File: config.mk
export PLATFORM = sky130hd
export DESIGN_NAME = exc_cause_encoder
export DESIGN_NICKNAME = d
export VERILOG_FILES = /design/src/rtl/exc_pkg.sv /design/src/rtl/exc_div_chk.sv /design/src/rtl/exc_mem_chk.sv /design/src/rtl/exc_bus_chk.sv /design/src/rtl/exc_prio_sel.sv /design/src/rtl/exc_cause_encoder.sv
export SDC_FILE = /design/constraint.sdc
export NUM_CORES = 1
export LEC_CHECK = 0
export CORE_MARGIN = 1
export CORE_UTILIZATION = 48
export CTS_CLUSTER_SIZE = 24
export DETAILED_ROUTE_END_ITERATION = 16
export PLACE_DENSITY = 0.81
export SYNTH_ARGS = -nofsm -noshare
export SYNTH_HDL_FRONTEND = slang
export SYNTH_HIERARCHICAL = 1
export SYNTH_SLANG_ARGS = --single-unit
File: constraint.sdc
create_clock -name clk -period 4.5 [get_ports clk]
set_clock_uncertainty 0.1 [all_clocks]
set_input_delay 0.45 -clock clk [delete_from_list [all_inputs] [get_ports clk]]
set_output_delay 0.45 -clock clk [all_outputs]
set_load 0.05 [all_outputs]
File: src/rtl/exc_pkg.sv
// Shared cause codes and per-source control record for the exception encoder.
package exc_pkg;

    localparam int CAUSE_W = 5;

    // Cause codes written to the low status bits.
    typedef enum logic [CAUSE_W-1:0] {
        EC_NONE      = 5'd0,
        EC_UNALIGNED = 5'd1,
        EC_IBUS      = 5'd3,
        EC_DBUS      = 5'd4,
        EC_DIVZ      = 5'd5,
        EC_STACK     = 5'd7
    } exc_cause_e;

    // What one source wants to do this cycle.
    typedef struct packed {
        logic touch;   // source claims the registers (takes part in ranking)
        logic esr_wr;  // status register is written
        logic ear_wr;  // address register is written
        logic raise;   // exception request is made
    } exc_ctl_t;

endpackage

File: src/rtl/exc_div_chk.sv
// Divide-by-zero evaluator.
// Holds the sticky divide-by-zero status flag and reports a claim when the
// fault must be recorded. Assumes one divide strobe per cycle at most.
module exc_div_chk
    import exc_pkg::*;
#(
    parameter int DATA_W = 32,
    parameter int ESR_W  = 32
) (
    input  logic              clk,
    input  logic              rst_n,
    input  logic              div_valid,
    input  logic [DATA_W-1:0] divisor,
    input  logic              exc_en,
    input  logic              cfg_divz_mask,
    output logic              squash,
    output logic              msr_dz,
    output exc_ctl_t          ctl,
    output logic [ESR_W-1:0]  esr_val
);

    logic zero_div;

    // Detect a divide whose divisor is zero.
    always_comb begin
        zero_div = div_valid && (divisor == '0);
        squash   = zero_div;
    end

    // Claim the registers only when the fault may raise an exception.
    always_comb begin
        ctl.touch  = zero_div && exc_en && !cfg_divz_mask;
        ctl.esr_wr = ctl.touch;
        ctl.ear_wr = 1'b0;
        ctl.raise  = ctl.touch;
        esr_val    = ESR_W'(EC_DIVZ);
    end

    // Sticky flag: set on a zero divisor, cleared on any other divide.
    always_ff @(posedge clk) begin
        if (!rst_n) begin
            msr_dz <= 1'b0;
        end else if (div_valid) begin
            msr_dz <= (divisor == '0);
        end
    end

    assert_dz_set_R2: assert property (@(posedge clk) disable iff (!rst_n)
        (div_valid && divisor == '0) |=> msr_dz);

    assert_dz_clr_R2: assert property (@(posedge clk) disable iff (!rst_n)
        (div_valid && divisor != '0) |=> !msr_dz);

endmodule

File: src/rtl/exc_mem_chk.sv
// Memory-side evaluators: data alignment check and stack window check.
// Both are combinational; the window limits are unsigned and legal when equal.
module exc_mem_chk
    import exc_pkg::*;
#(
    parameter int ADDR_W = 32,
    parameter int MASK_W = 2,
    parameter int REG_W  = 5,
    parameter int ESR_W  = 32
) (
    input  logic              exc_en,
    input  logic              acc_valid,
    input  logic [ADDR_W-1:0] acc_addr,
    input  logic [MASK_W-1:0] acc_mask,
    input  logic              acc_write,
    input  logic [REG_W-1:0]  acc_dreg,
    input  logic              stk_valid,
    input  logic [ADDR_W-1:0] stk_addr,
    input  logic [ADDR_W-1:0] stk_low,
    input  logic [ADDR_W-1:0] stk_high,
    output exc_ctl_t          al_ctl,
    output logic [ESR_W-1:0]  al_esr,
    output logic [ADDR_W-1:0] al_ear,
    output exc_ctl_t          st_ctl,
    output logic [ESR_W-1:0]  st_esr,
    output logic [ADDR_W-1:0] st_ear
);

    localparam int DREG_LSB = CAUSE_W;
    localparam int WR_BIT   = DREG_LSB + REG_W;
    localparam int WORD_BIT = WR_BIT + 1;

    logic misaligned;
    logic word_acc;
    logic out_of_window;

    // Alignment: record always, raise only with exceptions enabled.
    always_comb begin
        misaligned     = acc_valid && |(acc_addr[MASK_W-1:0] & acc_mask);
        word_acc       = &acc_mask;
        al_ctl.touch   = misaligned;
        al_ctl.esr_wr  = misaligned;
        al_ctl.ear_wr  = misaligned;
        al_ctl.raise   = misaligned && exc_en;
        al_esr         = '0;
        al_esr[CAUSE_W-1:0]          = EC_UNALIGNED;
        al_esr[WR_BIT-1:DREG_LSB]    = acc_dreg;
        al_esr[WR_BIT]               = acc_write;
        al_esr[WORD_BIT]             = word_acc;
        al_ear         = acc_addr;
    end

    // Stack window: any access outside [low, high] faults unconditionally.
    always_comb begin
        out_of_window  = stk_valid && ((stk_addr < stk_low) || (stk_addr > stk_high));
        st_ctl.touch   = out_of_window;
        st_ctl.esr_wr  = out_of_window;
        st_ctl.ear_wr  = out_of_window;
        st_ctl.raise   = out_of_window;
        st_esr         = ESR_W'(EC_STACK);
        st_ear         = stk_addr;
    end

endmodule

File: src/rtl/exc_bus_chk.sv
// Unassigned-address bus error evaluator.
// Ignores the error entirely with exceptions disabled; otherwise always
// captures the address and records a cause only when that bus kind is enabled.
module exc_bus_chk
    import exc_pkg::*;
#(
    parameter int ADDR_W = 32,
    parameter int ESR_W  = 32
) (
    input  logic              exc_en,
    input  logic              cfg_ibus_en,
    input  logic              cfg_dbus_en,
    input  logic              bus_err,
    input  logic              bus_fetch,
    input  logic [ADDR_W-1:0] bus_addr,
    output exc_ctl_t          ctl,
    output logic [ESR_W-1:0]  esr_val,
    output logic [ADDR_W-1:0] ear_val
);

    logic live;
    logic kind_en;

    // Select the enable of the faulting bus and build the claim.
    always_comb begin
        live       = bus_err && exc_en;
        kind_en    = bus_fetch ? cfg_ibus_en : cfg_dbus_en;
        ctl.touch  = live;
        ctl.ear_wr = live;
        ctl.esr_wr = live && kind_en;
        ctl.raise  = live && kind_en;
        esr_val    = bus_fetch ? ESR_W'(EC_IBUS) : ESR_W'(EC_DBUS);
        ear_val    = bus_addr;
    end

endmodule

File: src/rtl/exc_prio_sel.sv
// Fixed-priority selector: index 0 ranks highest.
// Grants the first claiming source and forwards its control and values.
module exc_prio_sel
    import exc_pkg::*;
#(
    parameter int N      = 4,
    parameter int ESR_W  = 32,
    parameter int ADDR_W = 32
) (
    input  exc_ctl_t [N-1:0]             ctl_in,
    input  logic     [N-1:0][ESR_W-1:0]  esr_in,
    input  logic     [N-1:0][ADDR_W-1:0] ear_in,
    output exc_ctl_t                     win_ctl,
    output logic     [ESR_W-1:0]         win_esr,
    output logic     [ADDR_W-1:0]        win_ear
);

    logic [N-1:0] touch;
    logic [N-1:0] grant;

    for (genvar g = 0; g < N; g++) begin : g_touch
        assign touch[g] = ctl_in[g].touch;
        if (g == 0) begin : g_top
            assign grant[g] = touch[g];
        end else begin : g_rest
            assign grant[g] = touch[g] && !(|touch[g-1:0]);
        end
    end

    // AND-OR mux of the granted source.
    always_comb begin
        win_ctl = '0;
        win_esr = '0;
        win_ear = '0;
        for (int i = 0; i < N; i++) begin
            if (grant[i]) begin
                win_ctl = win_ctl | ctl_in[i];
                win_esr = win_esr | esr_in[i];
                win_ear = win_ear | ear_in[i];
            end
        end
    end

endmodule

File: src/rtl/exc_cause_encoder.sv
// Exception cause encoder top.
// Evaluates four fault sources, ranks them (stack, alignment, divide, bus),
// and registers the winner into the status and address registers plus a
// one-cycle request. Assumes strobes are single-cycle per event.
module exc_cause_encoder
    import exc_pkg::*;
#(
    parameter int DATA_W = 32,
    parameter int ADDR_W = 32,
    parameter int MASK_W = 2,
    parameter int REG_W  = 5,
    parameter int ESR_W  = 32
) (
    input  logic              clk,
    input  logic              rst_n,
    input  logic              exc_en,
    input  logic              cfg_divz_mask,
    input  logic              cfg_ibus_en,
    input  logic              cfg_dbus_en,
    input  logic              div_valid,
    input  logic [DATA_W-1:0] div_divisor,
    input  logic              acc_valid,
    input  logic [ADDR_W-1:0] acc_addr,
    input  logic [MASK_W-1:0] acc_mask,
    input  logic              acc_write,
    input  logic [REG_W-1:0]  acc_dreg,
    input  logic              stk_valid,
    input  logic [ADDR_W-1:0] stk_addr,
    input  logic [ADDR_W-1:0] stk_low,
    input  logic [ADDR_W-1:0] stk_high,
    input  logic              bus_err,
    input  logic              bus_fetch,
    input  logic [ADDR_W-1:0] bus_addr,
    output logic              div_squash,
    output logic [ESR_W-1:0]  esr,
    output logic [ADDR_W-1:0] ear,
    output logic              msr_dz,
    output logic              exc_req
);

    localparam int NSRC = 4;
    localparam int P_STK = 0;
    localparam int P_AL  = 1;
    localparam int P_DIV = 2;
    localparam int P_BUS = 3;

    exc_ctl_t [NSRC-1:0]             src_ctl;
    logic     [NSRC-1:0][ESR_W-1:0]  src_esr;
    logic     [NSRC-1:0][ADDR_W-1:0] src_ear;
    exc_ctl_t                        win_ctl;
    logic     [ESR_W-1:0]            win_esr;
    logic     [ADDR_W-1:0]           win_ear;

    exc_div_chk #(.DATA_W(DATA_W), .ESR_W(ESR_W)) u_div (
        .clk(clk), .rst_n(rst_n), .div_valid(div_valid), .divisor(div_divisor),
        .exc_en(exc_en), .cfg_divz_mask(cfg_divz_mask), .squash(div_squash),
        .msr_dz(msr_dz), .ctl(src_ctl[P_DIV]), .esr_val(src_esr[P_DIV])
    );
    assign src_ear[P_DIV] = '0;

    exc_mem_chk #(.ADDR_W(ADDR_W), .MASK_W(MASK_W), .REG_W(REG_W), .ESR_W(ESR_W)) u_mem (
        .exc_en(exc_en), .acc_valid(acc_valid), .acc_addr(acc_addr),
        .acc_mask(acc_mask), .acc_write(acc_write), .acc_dreg(acc_dreg),
        .stk_valid(stk_valid), .stk_addr(stk_addr), .stk_low(stk_low),
        .stk_high(stk_high),
        .al_ctl(src_ctl[P_AL]), .al_esr(src_esr[P_AL]), .al_ear(src_ear[P_AL]),
        .st_ctl(src_ctl[P_STK]), .st_esr(src_esr[P_STK]), .st_ear(src_ear[P_STK])
    );

    exc_bus_chk #(.ADDR_W(ADDR_W), .ESR_W(ESR_W)) u_bus (
        .exc_en(exc_en), .cfg_ibus_en(cfg_ibus_en), .cfg_dbus_en(cfg_dbus_en),
        .bus_err(bus_err), .bus_fetch(bus_fetch), .bus_addr(bus_addr),
        .ctl(src_ctl[P_BUS]), .esr_val(src_esr[P_BUS]), .ear_val(src_ear[P_BUS])
    );

    exc_prio_sel #(.N(NSRC), .ESR_W(ESR_W), .ADDR_W(ADDR_W)) u_sel (
        .ctl_in(src_ctl), .esr_in(src_esr), .ear_in(src_ear),
        .win_ctl(win_ctl), .win_esr(win_esr), .win_ear(win_ear)
    );

    // Register the winning source into the architectural state.
    always_ff @(posedge clk) begin
        if (!rst_n) begin
            esr     <= '0;
            ear     <= '0;
            exc_req <= 1'b0;
        end else begin
            exc_req <= win_ctl.raise;
            if (win_ctl.esr_wr) esr <= win_esr;
            if (win_ctl.ear_wr) ear <= win_ear;
        end
    end

    logic any_strobe;
    assign any_strobe = div_valid || acc_valid || stk_valid || bus_err;

    assert_stack_raise_R6: assert property (@(posedge clk) disable iff (!rst_n)
        (stk_valid && ((stk_addr < stk_low) || (stk_addr > stk_high)))
        |=> (exc_req && ear == $past(stk_addr)));

    assert_req_has_cause_R9: assert property (@(posedge clk) disable iff (!rst_n)
        exc_req |-> $past(any_strobe));

    assert_idle_hold_R9: assert property (@(posedge clk) disable iff (!rst_n)
        !any_strobe |=> ($stable(esr) && $stable(ear) && !exc_req));

    assert_bus_ignored_R7: assert property (@(posedge clk) disable iff (!rst_n)
        (bus_err && !exc_en && !div_valid && !acc_valid && !stk_valid)
        |=> ($stable(esr) && $stable(ear) && !exc_req));

endmodule

==> results by stage <==
Detailed routing:
- In the routed layout, each cell is associated on average with a via count of 4.825.
- The overall routed net length is 20670 um.
- The post-route antenna net violation count is 0.
- The first routing iteration left 289 violations.
- After detailed routing, the average wire length per cell comes to 14.80 um.
- The via count is 6741.
- In the routed design, unresolved DRC markers number 0.
- The number of detailed-route iterations in the first pass is 4.

Timing:
- The final total negative setup slack is 0 ns.
- Setup violations remaining at the end of the flow were counted as 0.
- Dividing the final minimum period by the clock period gives 89.22%.
- The minimum period implied by the final worst setup slack is 4.015 ns.
- The final worst-path setup slack is 0.4850 ns.
- At the pin with the least slew margin, the transition time is 0.9953 ns.
- For this run, the top clock speed supported by timing is 249.1 MHz.
- The number of pins with negative max-slew slack in the final report was 0.
- The final count of hold timing violations was 0.
- Setup repair after global routing left no endpoint under its margin.
- The relative max-transition margin is 33.65%.

Floorplan:
- The effective utilization at floorplan is 49.76%.
- The core region is 0.01606 sq mm.
- The x dimension of the die is 131.0 um.
- In this run the core area contains 46 standard-cell rows.
- The number of top-level pins is 278.
- The die is 131.0 um tall.
- The floorplan step defined a die boundary enclosing 0.01717 sq mm.

Worst hold path:
- The hold-critical path endpoint is u_div/msr_dz.
- The worst hold path passes through 2 cells.
- The startpoint identified for the worst hold timing path is u_div/msr_dz.
- The worst hold-check path type is flip-flop to flip-flop.

Clock network:
- The clock passes through at most 2 buffers.
- The cell at the root of the clock tree is clkbuf_16.
- After clock tree synthesis, the clock-pin slew on the worst setup and hold paths is 0.06 ns.
- Buffers added to address setup during post-CTS repair amount to 0.
- Buffers inserted to repair hold after CTS numbered 0.
- TritonCTS built the clock tree.
- The H-tree generated during clock tree synthesis spans 3 levels.
- At the later pin of the worst-skew pair, clock insertion delay measures 0.32 ns.
- Counting the buffers created by CTS gives 9.
- The clock drives 66 sinks.
- The number of gates resized after CTS was 0.

Global route:
- The wire length of the first global-routing pass is 32120 um.
- Across every metal layer, demand over resource in global routing totals 24.20%.
- The total overflow reported by the global router is 0.
- The initial antenna violation count is 0.
- The maximum number of pins on one net before global-route repair is 98.
- The via count of the first global-routing pass is 6472.

Setup path:
- The worst reg2reg path endpoint is ear[0].
- The endpoint type of the worst setup path is a flip-flop.
- The slack of the worst reg-to-reg path is 3.75 ns.
- The worst register-to-register path begins at ear[0].
- The length in cells of the worst reg-to-reg path is 2.
- The arrival time of the worst setup path is 4.18 ns.
- In this run the worst path has a maximum fanout of 32.
- The data required time of the worst path is 4.66 ns.
- The critical path is of the input port to flip-flop type.
- The worst setup path is launched from an input port.

Synth:
- A synthesized cell averages 7.841 sq um.
- Yosys printed 6 warnings.
- The post-synthesis instance total is 1019.
- The netlist area before placement is 0.007990 sq mm.

Placed design:
- Timing analysis after detailed placement gives a worst setup slack of 0.09986 ns.
- Detailed placement ended at an HPWL of 16260 um.
- In this run the cell area measured after placement is 0.009627 sq mm.
- The count of port buffers added during placement is 277.
- The final weighted congestion in routability-driven placement is 0.9044.

Power:
- The cell leakage power is 4.178 nW.
- The worst-case IR drop observed on VDD is 172.5 uV.
- The internal power of the cells totals 1.724 mW.
- The sequential share of power is 25.9%.
- The clock network fraction of design power is 28.3%.
- Power spread over the standard cell area amounts to 271.5 mW/mm^2.
- The net switching power is 0.9783 mW.
- The relative contribution of combinational cells to total power is 45.8%.
- The switching fraction of total power is 36.20%.
- The power after layout is 2.703 mW.

Flow run:
- The number of max-cap violations is 0.

Cells and area:
- The design area is 0.009956 sq mm.
- The share of final-layout standard cells stronger than drive strength 1 is 3.556%.
- The number of antenna diodes in the final layout is 0.
- The core utilization of the finished layout is 62.00%.
- The final layout contains 1450 nets.
- The area growth from synthesis to final layout is 24.60%.

Status:
- The run finished with clean final reports.
[power by group through the flow]
stage | Sequential [mW] | Combinational [mW] | Clock, mW
floorplan | 0.950 | 0.701 | 0
global placement | 0.709 | 1.21 | 0
global route | 0.707 | 1.34 | 0.813
CTS | 0.700 | 1.24 | 0.781
finish | 0.700 | 1.24 | 0.764
detailed placement | 0.709 | 1.24 | 0
[metal layers]
metal | part of all wire [%] | up-vias | GRT usage, % | wire, um
li1 | - | 3437 | - | -
met5 | 0 | - | 0 | 0
met3 | 6.5 | 32 | 5.782 | 1337
met4 | 2.5 | 0 | 8.722 | 515
met1 | 43 | 3025 | 29.42 | 8785
met2 | 49 | 247 | 41.39 | 10030
[stage by stage]
| step | hold slack, ns | instances |
|---|---|---|
| after floorplan | 0.4914 | 1164 |
| after global routing | 0.4173 | 1397 |
| after detailed placement | 0.3922 | 1381 |
| after global placement | 0.3762 | 1381 |
| final | 0.3970 | 1397 |
| after CTS | 0.3992 | 1397 |
[cell type report]
cell class / instances / area, sq um
clock buffer: 10 / 239.0
clock inverter: 6 / 90.09
fill: 1390 / 6102
inverter: 64 / 240.2
multi-input combinational: 746 / 4900
sequential: 66 / 1321
tap: 216 / 270.3
timing repair buffer: 289 / 2895
[worst max-delay path by stage]
stage / from / to / slack (ns)
2_1_floorplan: stk_low[7] / esr[0] / 0.68
3_3_place_gp: stk_addr[30] / ear[0] / 0.14
3_5_place_dp: stk_addr[30] / ear[0] / 0.1
4_1_cts: stk_addr[30] / ear[0] / 0.46
5_1_grt: stk_addr[30] / ear[0] / 0.26
6_report: stk_addr[30] / ear[12] / 0.49
[state kept, by name, summed over array words and instances, names as in the netlist]
signal	flops
ear	32
esr	32
exc_req	1
u_div/msr_dz	1
[layout by cell type, fill, tap and decap left out, types with 4 or more instances in the layout]
| cell | n |
|---|---|
| conb_1 | 151 |
| inv_1 | 64 |
| dfxtp_1 | 66 |
| nand3_1 | 9 |
| nand2_1 | 83 |
| o21ai_1 | 17 |
| nor2b_1 | 133 |
| buf_4 | 9 |
| nor3_1 | 7 |
| ha_1 | 63 |
| and2_1 | 4 |
| nand4_1 | 13 |
| nor2_1 | 8 |
| a221oi_1 | 67 |
| clkdlybuf4s50_1 | 276 |
| nor4_1 | 12 |
| a21oi_1 | 21 |
| clkbuf_16 | 9 |
| mux2i_1 | 65 |
| o21ai_0 | 55 |
[critical path, cell delays in order]
cell and delay, ns:
clkdlybuf4s50_1 0.50, ha_1 0.37, a21oi_1 0.15, nand2_1 0.07, a221o_1 0.33, o311ai_0 0.63
o311ai_4 0.27, nor4b_4 0.43, buf_4 0.42, nand2_1 0.10, o21ai_0 0.17, mux2i_1 0.13
nor2b_1 0.14
No activity file was read; power rests on OpenSTA's default activity.
